[config.mk]
export PLATFORM = sky130hd
export DESIGN_NAME = fp64_to_i32_cvt
export DESIGN_NICKNAME = d
export VERILOG_FILES = /design/src/rtl/cvt_pkg.sv /design/src/rtl/cvt_ctrl.sv /design/src/rtl/cvt_datapath.sv /design/src/rtl/fp64_to_i32_cvt.sv
export SDC_FILE = /design/constraint.sdc
export NUM_CORES = 1
export LEC_CHECK = 0
export BUFFER_PORTS_ARGS = -buffer_cell sky130_fd_sc_hd__buf_4
export CORE_ASPECT_RATIO = 1.4
export CORE_UTILIZATION = 50
export DETAILED_ROUTE_END_ITERATION = 12
export PLACE_DENSITY_LB_ADDON = 0.08
export SLEW_MARGIN = 5
export SYNTH_ARGS = -nofsm -noshare
export SYNTH_HDL_FRONTEND = slang
export SYNTH_SLANG_ARGS = --single-unit
[constraint.sdc]
create_clock -name clk -period 19 [get_ports clk]
set_input_delay 0.95 -clock clk [delete_from_list [all_inputs] [get_ports clk]]
set_output_delay 0.95 -clock clk [all_outputs]
set_load 0.05 [all_outputs]
[src/rtl/cvt_pkg.sv]
package cvt_pkg;

  // Strobes from control into datapath
  typedef struct packed {
    logic capture;  // load the decode/align stage
    logic emit;     // load the round/pack stage
  } cvtStrobes_t;

  typedef enum logic [1:0] {
    RND_NEAREST = 2'd0,
    RND_ZERO    = 2'd1,
    RND_POS     = 2'd2,
    RND_NEG     = 2'd3
  } rndMode_e;

endpackage

[src/rtl/cvt_ctrl.sv]
module cvt_ctrl
  import cvt_pkg::*;
(
  input  logic        clk,
  input  logic        rstN,
  input  logic        inValid,
  output cvtStrobes_t stb,
  output logic        outValid
);

  logic stageOneValid;

  always_ff @(posedge clk) begin
    if (!rstN) begin
      stageOneValid <= 1'b0;
      outValid      <= 1'b0;
    end else begin
      stageOneValid <= inValid;
      outValid      <= stageOneValid;
    end
  end

  always_comb begin
    stb.capture = inValid;
    stb.emit    = stageOneValid;
  end

endmodule

[src/rtl/cvt_datapath.sv]
module cvt_datapath
  import cvt_pkg::*;
#(
  parameter int EXP_W  = 11,
  parameter int FRAC_W = 52,
  parameter int INT_W  = 32
) (
  input  logic                         clk,
  input  logic                         rstN,
  input  cvtStrobes_t                  stb,
  input  logic [EXP_W+FRAC_W:0]        inBits,
  input  logic [1:0]                   statusRnd,
  input  logic                         forceTrunc,
  input  logic                         trapEnable,
  output logic [EXP_W+FRAC_W:0]        resBitsQ,
  output logic                         writeQ,
  output logic                         trapQ,
  output logic                         cviQ,
  output logic                         snanQ,
  output logic                         fexQ
);

  localparam int WORD_W = 1 + EXP_W + FRAC_W;
  localparam int MANT_W = FRAC_W + 1;
  localparam int BIAS   = (1 << (EXP_W - 1)) - 1;
  localparam int SH_W   = $clog2(MANT_W + 1);
  localparam int HI_W   = WORD_W - INT_W;
  localparam logic [HI_W-1:0]  TAG_HI  = {1'b1, {EXP_W{1'b1}}, 1'b1, {(HI_W-EXP_W-2){1'b0}}};
  localparam logic [INT_W-1:0] LIM     = {1'b1, {(INT_W-1){1'b0}}};
  localparam logic [INT_W-1:0] LIM_M1  = {1'b0, {(INT_W-1){1'b1}}};
  localparam logic [MANT_W-1:0] ONE_M  = {{(MANT_W-1){1'b0}}, 1'b1};

  // ---------------- stage 1: decode and align ----------------
  logic              sgnIn;
  logic [EXP_W-1:0]  expIn;
  logic [FRAC_W-1:0] fracIn;
  logic [MANT_W-1:0] mant;
  logic              nanIn, snanIn, bigIn, ovfIn;
  logic [INT_W-1:0]  magIn;
  logic              guardIn, stickyIn, fracNz;
  logic [SH_W-1:0]   sh;
  logic [MANT_W-1:0] remBits, lowMask;
  int                unb;

  always_comb begin
    sgnIn   = inBits[WORD_W-1];
    expIn   = inBits[WORD_W-2 -: EXP_W];
    fracIn  = inBits[FRAC_W-1:0];
    mant    = {|expIn, fracIn};
    nanIn   = (&expIn) && (|fracIn);
    snanIn  = nanIn && !fracIn[FRAC_W-1];
    unb     = int'(expIn) - BIAS;
    bigIn   = 1'b0;
    magIn   = '0;
    guardIn = 1'b0;
    stickyIn = 1'b0;
    sh      = '0;
    lowMask = '0;
    remBits = '0;
    if (unb >= INT_W) begin
      bigIn = 1'b1;
    end else if (unb >= 0) begin
      sh       = SH_W'(FRAC_W - unb);
      magIn    = INT_W'(mant >> sh);
      lowMask  = (ONE_M << sh) - ONE_M;
      remBits  = mant & lowMask;
      guardIn  = |(remBits & (ONE_M << (sh - 1'b1)));
      stickyIn = |(remBits & (lowMask >> 1));
    end else if (unb == -1) begin
      guardIn  = 1'b1;
      stickyIn = |fracIn;
    end else begin
      stickyIn = |mant;
    end
    fracNz = guardIn | stickyIn;
    if (sgnIn)
      ovfIn = bigIn || (magIn > LIM) || ((magIn == LIM) && fracNz);
    else
      ovfIn = bigIn || (magIn >= LIM) || ((magIn == LIM_M1) && fracNz);
  end

  logic             s1Sign, s1Nan, s1Snan, s1Ovf, s1Guard, s1Sticky, s1Trap;
  logic [INT_W-1:0] s1Mag;
  rndMode_e         s1Mode;

  always_ff @(posedge clk) begin
    if (!rstN) begin
      s1Sign <= 1'b0; s1Nan <= 1'b0; s1Snan <= 1'b0; s1Ovf <= 1'b0;
      s1Guard <= 1'b0; s1Sticky <= 1'b0; s1Trap <= 1'b0;
      s1Mag <= '0; s1Mode <= RND_NEAREST;
    end else if (stb.capture) begin
      s1Sign   <= sgnIn;
      s1Nan    <= nanIn;
      s1Snan   <= snanIn;
      s1Ovf    <= ovfIn;
      s1Guard  <= guardIn;
      s1Sticky <= stickyIn;
      s1Trap   <= trapEnable;
      s1Mag    <= magIn;
      s1Mode   <= forceTrunc ? RND_ZERO : rndMode_e'(statusRnd);
    end
  end

  // ---------------- stage 2: round and pack ----------------
  logic             incr, invalid;
  logic [INT_W:0]   sumWide;
  logic [INT_W-1:0] intRes, satVal;

  always_comb begin
    unique case (s1Mode)
      RND_NEAREST: incr = s1Sign ? (s1Guard && s1Sticky) : s1Guard;
      RND_ZERO:    incr = 1'b0;
      RND_POS:     incr = !s1Sign && (s1Guard || s1Sticky);
      RND_NEG:     incr = s1Sign && (s1Guard || s1Sticky);
      default:     incr = 1'b0;
    endcase
    sumWide = {1'b0, s1Mag} + {{INT_W{1'b0}}, incr};
    intRes  = s1Sign ? (~sumWide[INT_W-1:0] + 1'b1) : sumWide[INT_W-1:0];
    invalid = s1Nan || s1Ovf;
    satVal  = (s1Nan || s1Sign) ? LIM : LIM_M1;
  end

  always_ff @(posedge clk) begin
    if (!rstN) begin
      resBitsQ <= '0; writeQ <= 1'b0; trapQ <= 1'b0;
      cviQ <= 1'b0; snanQ <= 1'b0; fexQ <= 1'b0;
    end else if (stb.emit) begin
      resBitsQ <= {TAG_HI, invalid ? satVal : intRes};
      writeQ   <= !(invalid && s1Trap);
      trapQ    <= invalid && s1Trap;
      cviQ     <= invalid;
      snanQ    <= s1Nan && s1Snan;
      fexQ     <= invalid && s1Trap;
    end
  end

  // Rounding of an in-range value never leaves the signed range
  AST_NO_WRAP: assert property (@(posedge clk) disable iff (!rstN)
    (stb.emit && !s1Nan && !s1Ovf) |-> (s1Sign ? (sumWide <= {1'b0, LIM}) : (sumWide < {1'b0, LIM})));

endmodule

[src/rtl/fp64_to_i32_cvt.sv]
module fp64_to_i32_cvt
  import cvt_pkg::*;
#(
  parameter int EXP_W  = 11,
  parameter int FRAC_W = 52,
  parameter int INT_W  = 32
) (
  input  logic                  clk,
  input  logic                  rstN,
  input  logic                  inValid,
  input  logic [EXP_W+FRAC_W:0] inBits,
  input  logic [1:0]            statusRnd,
  input  logic                  forceTrunc,
  input  logic                  trapEnable,
  output logic                  outValid,
  output logic                  resWrite,
  output logic [EXP_W+FRAC_W:0] resBits,
  output logic                  trapReq,
  output logic                  setInvCvt,
  output logic                  setInvSnan,
  output logic                  setInvAny,
  output logic                  setExcSum,
  output logic                  clrFracInex
);

  localparam int WORD_W = 1 + EXP_W + FRAC_W;
  localparam int HI_W   = WORD_W - INT_W;

  cvtStrobes_t stb;
  logic writeQ, trapQ, cviQ, snanQ, fexQ;

  cvt_ctrl uCtrl (
    .clk      (clk),
    .rstN     (rstN),
    .inValid  (inValid),
    .stb      (stb),
    .outValid (outValid)
  );

  cvt_datapath #(.EXP_W(EXP_W), .FRAC_W(FRAC_W), .INT_W(INT_W)) uPath (
    .clk        (clk),
    .rstN       (rstN),
    .stb        (stb),
    .inBits     (inBits),
    .statusRnd  (statusRnd),
    .forceTrunc (forceTrunc),
    .trapEnable (trapEnable),
    .resBitsQ   (resBits),
    .writeQ     (writeQ),
    .trapQ      (trapQ),
    .cviQ       (cviQ),
    .snanQ      (snanQ),
    .fexQ       (fexQ)
  );

  always_comb begin
    resWrite    = outValid && writeQ;
    trapReq     = outValid && trapQ;
    setInvCvt   = outValid && cviQ;
    setInvAny   = outValid && cviQ;
    clrFracInex = outValid && cviQ;
    setInvSnan  = outValid && snanQ;
    setExcSum   = outValid && fexQ;
  end

  logic nanAtIn;
  assign nanAtIn = (&inBits[WORD_W-2 -: EXP_W]) && (|inBits[FRAC_W-1:0]);

  AST_LATENCY: assert property (@(posedge clk) disable iff (!rstN)
    inValid |=> ##1 outValid);
  AST_TAG_HIGH: assert property (@(posedge clk) disable iff (!rstN)
    resWrite |-> (resBits[WORD_W-1:INT_W] == {1'b1, {EXP_W{1'b1}}, 1'b1, {(HI_W-EXP_W-2){1'b0}}}));
  AST_NAN_SAT: assert property (@(posedge clk) disable iff (!rstN)
    (inValid && nanAtIn) |=> ##1 (setInvCvt && resBits[INT_W-1:0] == {1'b1, {(INT_W-1){1'b0}}}));
  AST_SNAN_SUBSET: assert property (@(posedge clk) disable iff (!rstN)
    setInvSnan |-> setInvCvt);
  AST_TRAP_NO_WRITE: assert property (@(posedge clk) disable iff (!rstN)
    trapReq |-> (!resWrite && setExcSum && setInvCvt));
  AST_ONE_OUTCOME: assert property (@(posedge clk) disable iff (!rstN)
    outValid |-> (resWrite ^ trapReq));

endmodule

==> run_results.csv <==
group,metric,value,unit
outcome,outcome,"finished clean",
routing,detailedRoute.firstPassIterationCount,6,
logic_synthesis,synth.top_cell.area_share,12.94,%
sta,final-setup-viol-count,0,
routing,detail_route.drc_violations,0,
sta,hold_viol_final,0,
placed_design,port_buffers,123,
worst_hold_path,worstHoldPathType,"reg2reg",
finish,final_net_count,1837,
routing,wl,55870,um
logic_synthesis,mappedNetlistArea,12370,um^2
cts,cts.repair.resized,0,
setup_path,setup.worst_path.class,"in2reg",
cts,cts_hold_buffers,0,
setup_path,ff2ff_path_depth,18,
finish,sequential_cell_area,1602,um^2
finish,multi_input_comb_area,9962,um^2
die,core,24140,um^2
setup_path,reg2reg_setup_slack,14100,ps
logic_synthesis,synthCells,1744,
logic_synthesis,post-synth-top-area-cell,"sky130_fd_sc_hd__dfxtp_1",
logic_synthesis,async_reset_ff_share,0,%
cts,clk-insertion-delay-late,340,ps
routing,avgRoutedWirePerCell,27.03,um
die,die-height,188.1,um
setup_path,crit_path_end_kind,"flip-flop",
setup_path,cp_slowest_stage_delay,910,ps
logic_synthesis,register_bit_total_from_synthesis,80,
global_route,global_route_wire_length_before_repair,83660,um
global_route,antenna_found_initial,0,
logic_synthesis,yosysWarningCount,0,
global_route,grt_overflow_total,0,
setup_path,worst_path_max_delay_cell,"sky130_fd_sc_hd__ha_4",
sta,worstMarginPinSlew,1119,ps
setup_path,rr_startpoint,"uPath.s1Sign",
die,chipWidth,135.0,um
pwr,leakage,5.178,nW
finish,n_fill_cell,2402,
setup_path,timing.critical_path.fanout_max,61,
cts,path_clk_slew,60,ps
global_route,maximum_number_of_pins_on_one_net_before_global_route_repair,70,
logic_synthesis,synth_area_leaders,"sky130_fd_sc_hd__dfxtp_1 13%, sky130_fd_sc_hd__mux4_2 11%, sky130_fd_sc_hd__nor2_1 7.6%",
sta,max_slew_margin,24.36,%
worst_hold_path,min-delay-start,"uPath.snanQ",
logic_synthesis,synth.avg_cell_area,7.095,um^2
finish,syn2layout_area_growth,9.172,%
cts,post_cts_buffers,0,
die,floorplan.rows,67,
sta,drv_slew,0,
sta,post-route-worst-setup-slack,11300,ps
finish,num_antenna_cells,0,
finish,layout-drive-gt1-share,15.88,%
die,top_level_ports,143,
sta,fin_worst_hold_slack,462.3,ps
sta,min_period_over_period,40.50,%
logic_synthesis,synth-seq-area-share,12.94,%
routing,antenna_left,0,
routing,vias_per_cell,7.225,
logic_synthesis,post_synth_most_frequent_cells,"249 x sky130_fd_sc_hd__nor2_1, 155 x sky130_fd_sc_hd__nand2_1, 104 x sky130_fd_sc_hd__clkbuf_1",
worst_hold_path,worst_hold_path.num_cells,2,
routing,num_vias,14930,
pwr,worst_ir_drop_vdd,0.05938,mV
setup_path,critical_path_buf_inv_count,2,
placed_design,pre_cts_ws,11020,ps
logic_synthesis,synth.distinct_cells,83,
placed_design,gp_routability_congestion,1.133,
cts,cts_buffers,9,
setup_path,cp_cell_sequence,"buf_4, inv_1, ha_4, nand2b_1, o22a_1, a21o_1, and4_1, or2_1, o22ai_2, nand3_1, ha_1, o221a_2, a211o_1, nand2_1, a22o_1, a21o_1, or4_1, or3_1, o41ai_2, a31oi_1",
global_route,globalRouteTotalUtil,43.76,%
worst_hold_path,whs_endpoint,"uPath.snanQ",
finish,final_cells,2067,
global_route,vias_in_the_first_global_route,13870,
sta,fmaxAchievable,0.1299,GHz
logic_synthesis,synth_ff_type,"sky130_fd_sc_hd__dfxtp_1",
logic_synthesis,yosys.cell_count.top_type,"sky130_fd_sc_hd__nor2_1",
sta,layout_min_cycle_time,7696,ps
cts,cts.path.max_buffers,2,
sta,rsz0062_at_grt,"no",
setup_path,timing.critical_path.arrival,7910,ps
pwr,power.density_cell_area,56.59,nW/um^2
setup_path,required,19210,ps
finish,finalCoreUtilization,55.95,%
cts,ctsHtreeMaxLevel,3,
placed_design,detailed_place_hpwl,42500,um
sta,final.setup.tns,0,ps
setup_path,cp_common_cell,"sky130_fd_sc_hd__a21o_1",
routing,drt_iter0_drcs,1751,
cts,cts.sink_count,80,
setup_path,worstSetupStartpointType,"input port",
die,effective_utilization_at_floorplan,51.25,%
die,fp.dieArea,25390,um^2
run,cap_violations,0,
sta,timing.clock.skew,6.592,ps
setup_path,r2r-end,"uPath.resBitsQ[31]",
logic_synthesis,synth_enable_flop_cells,0,
placed_design,post-place-cells,2052,
cts,cts_tree,"yes",
setup_path,crit_family,"compound AO/OA/AOI/OAI gates",
cts,clk_root_buffer_cell,"sky130_fd_sc_hd__clkbuf_16",
[power by group]
part           leakage (nW)  internal (mW)  switching (mW)  total [mW]
Combinational          4.38          0.139           0.279       0.419
Sequential            0.652          0.174         0.00366       0.177
Clock                 0.145          0.104          0.0645       0.168
[through the flow]
step / power [mW] / instance area [um^2]
6_report: 0.7644 / 13510
5_1_grt: 0.7906 / 13510
4_1_cts: 0.7480 / 13510
3_5_place_dp: 0.5803 / 13220
3_3_place_gp: 0.5791 / 13220
2_1_floorplan: 0.4575 / 12440
[layer usage]
layer	part of all wire (%)	GRT usage [%]	wire (um)
met1	33	47.15	18360
met4	10	39.28	5818
met3	10	7.651	5597
met5	0	0	0
met2	47	72.68	26090
[cell families after synthesis]
| group | after synthesis | share of synthesized area (%) |
|---|---|---|
| AOI/OAI and AO/OA | 435 | 23.16 |
| xor gates and xnor gates | 104 | 7.473 |
| adders and majority gates | 14 | 1.396 |
| buffers and inverters | 204 | 7.412 |
| DFF | 80 | 12.94 |
| muxes | 142 | 17.99 |
| other | 1 | 0.03031 |
| and+or+nand+nor | 764 | 29.60 |
[flip-flops by register name, indices dropped and copies added, names as in the netlist]
register / cells
uPath.resBitsQ: 33
uPath.s1Mag: 32
uPath.s1Mode: 2
uCtrl.outValid: 1
uCtrl.stageOneValid: 1
uPath.cviQ: 1
uPath.s1Guard: 1
uPath.s1Nan: 1
uPath.s1Ovf: 1
uPath.s1Sign: 1
uPath.s1Snan: 1
uPath.s1Sticky: 1
uPath.s1Trap: 1
uPath.snanQ: 1
uPath.trapQ: 1
uPath.writeQ: 1
[worst max path at each step]
stage / from / endpoint / slack, ps / cells past startpoint
after floorplan: inBits[52] / uPath.s1Ovf / 12190 / 26
after global placement: inBits[52] / uPath.s1Ovf / 11180 / 19
after detailed placement: inBits[52] / uPath.s1Ovf / 11020 / 20
after CTS: inBits[52] / uPath.s1Ovf / 11350 / 20
after global routing: inBits[52] / uPath.s1Ovf / 10780 / 19
final: inBits[52] / uPath.s1Ovf / 11300 / 20
[cells in the final DEF, fill, tap and decap left out, drive strengths merged, types with 9 or more instances in the layout]
| master | count |
|---|---|
| nand2 | 155 |
| dfxtp | 80 |
| o31ai | 20 |
| a32oi | 9 |
| nor2 | 249 |
| and4 | 9 |
| conb | 19 |
| a21o | 9 |
| or2 | 21 |
| nand4 | 44 |
| a22oi | 19 |
| a211oi | 22 |
| xor2 | 33 |
| or3 | 15 |
| buf | 154 |
| nor3 | 59 |
| ha | 13 |
| clkbuf | 11 |
| nor4 | 42 |
| o22ai | 19 |
| and3 | 24 |
| inv | 26 |
| o21ai | 106 |
| xnor2 | 70 |
| nand3 | 81 |
| and2 | 18 |
| a31oi | 26 |
| mux4 | 63 |
| mux2i | 66 |
| or4 | 11 |
| a21oi | 97 |
| o211ai | 20 |
| nand2b | 14 |
| mux2 | 13 |
[cell type report]
type                            instances  share of cell area [%]
Clock inverter                          4                  0.3335
Tap cell                              310                   2.871
Timing Repair Buffer                  154                   8.559
Inverter                               30                  0.8336
Multi-Input combinational cell       1478                   73.75
Sequential cell                        80                   11.86
Clock buffer                           11                   1.797
[worst register-to-register path, delay by kind of cell (launching register included)]
| family | cells | cell delay [ps] |
|---|---|---|
| AOI/OAI and AO/OA | 6 | 1000 |
| xor gates and xnor gates | 2 | 360 |
| adders and majority gates | 2 | 500 |
| buffers and inverters | 1 | 330 |
| DFF | 1 | 310 |
| and+or+nand+nor | 7 | 2290 |
Note: power is estimated with default switching activity, not from simulation.
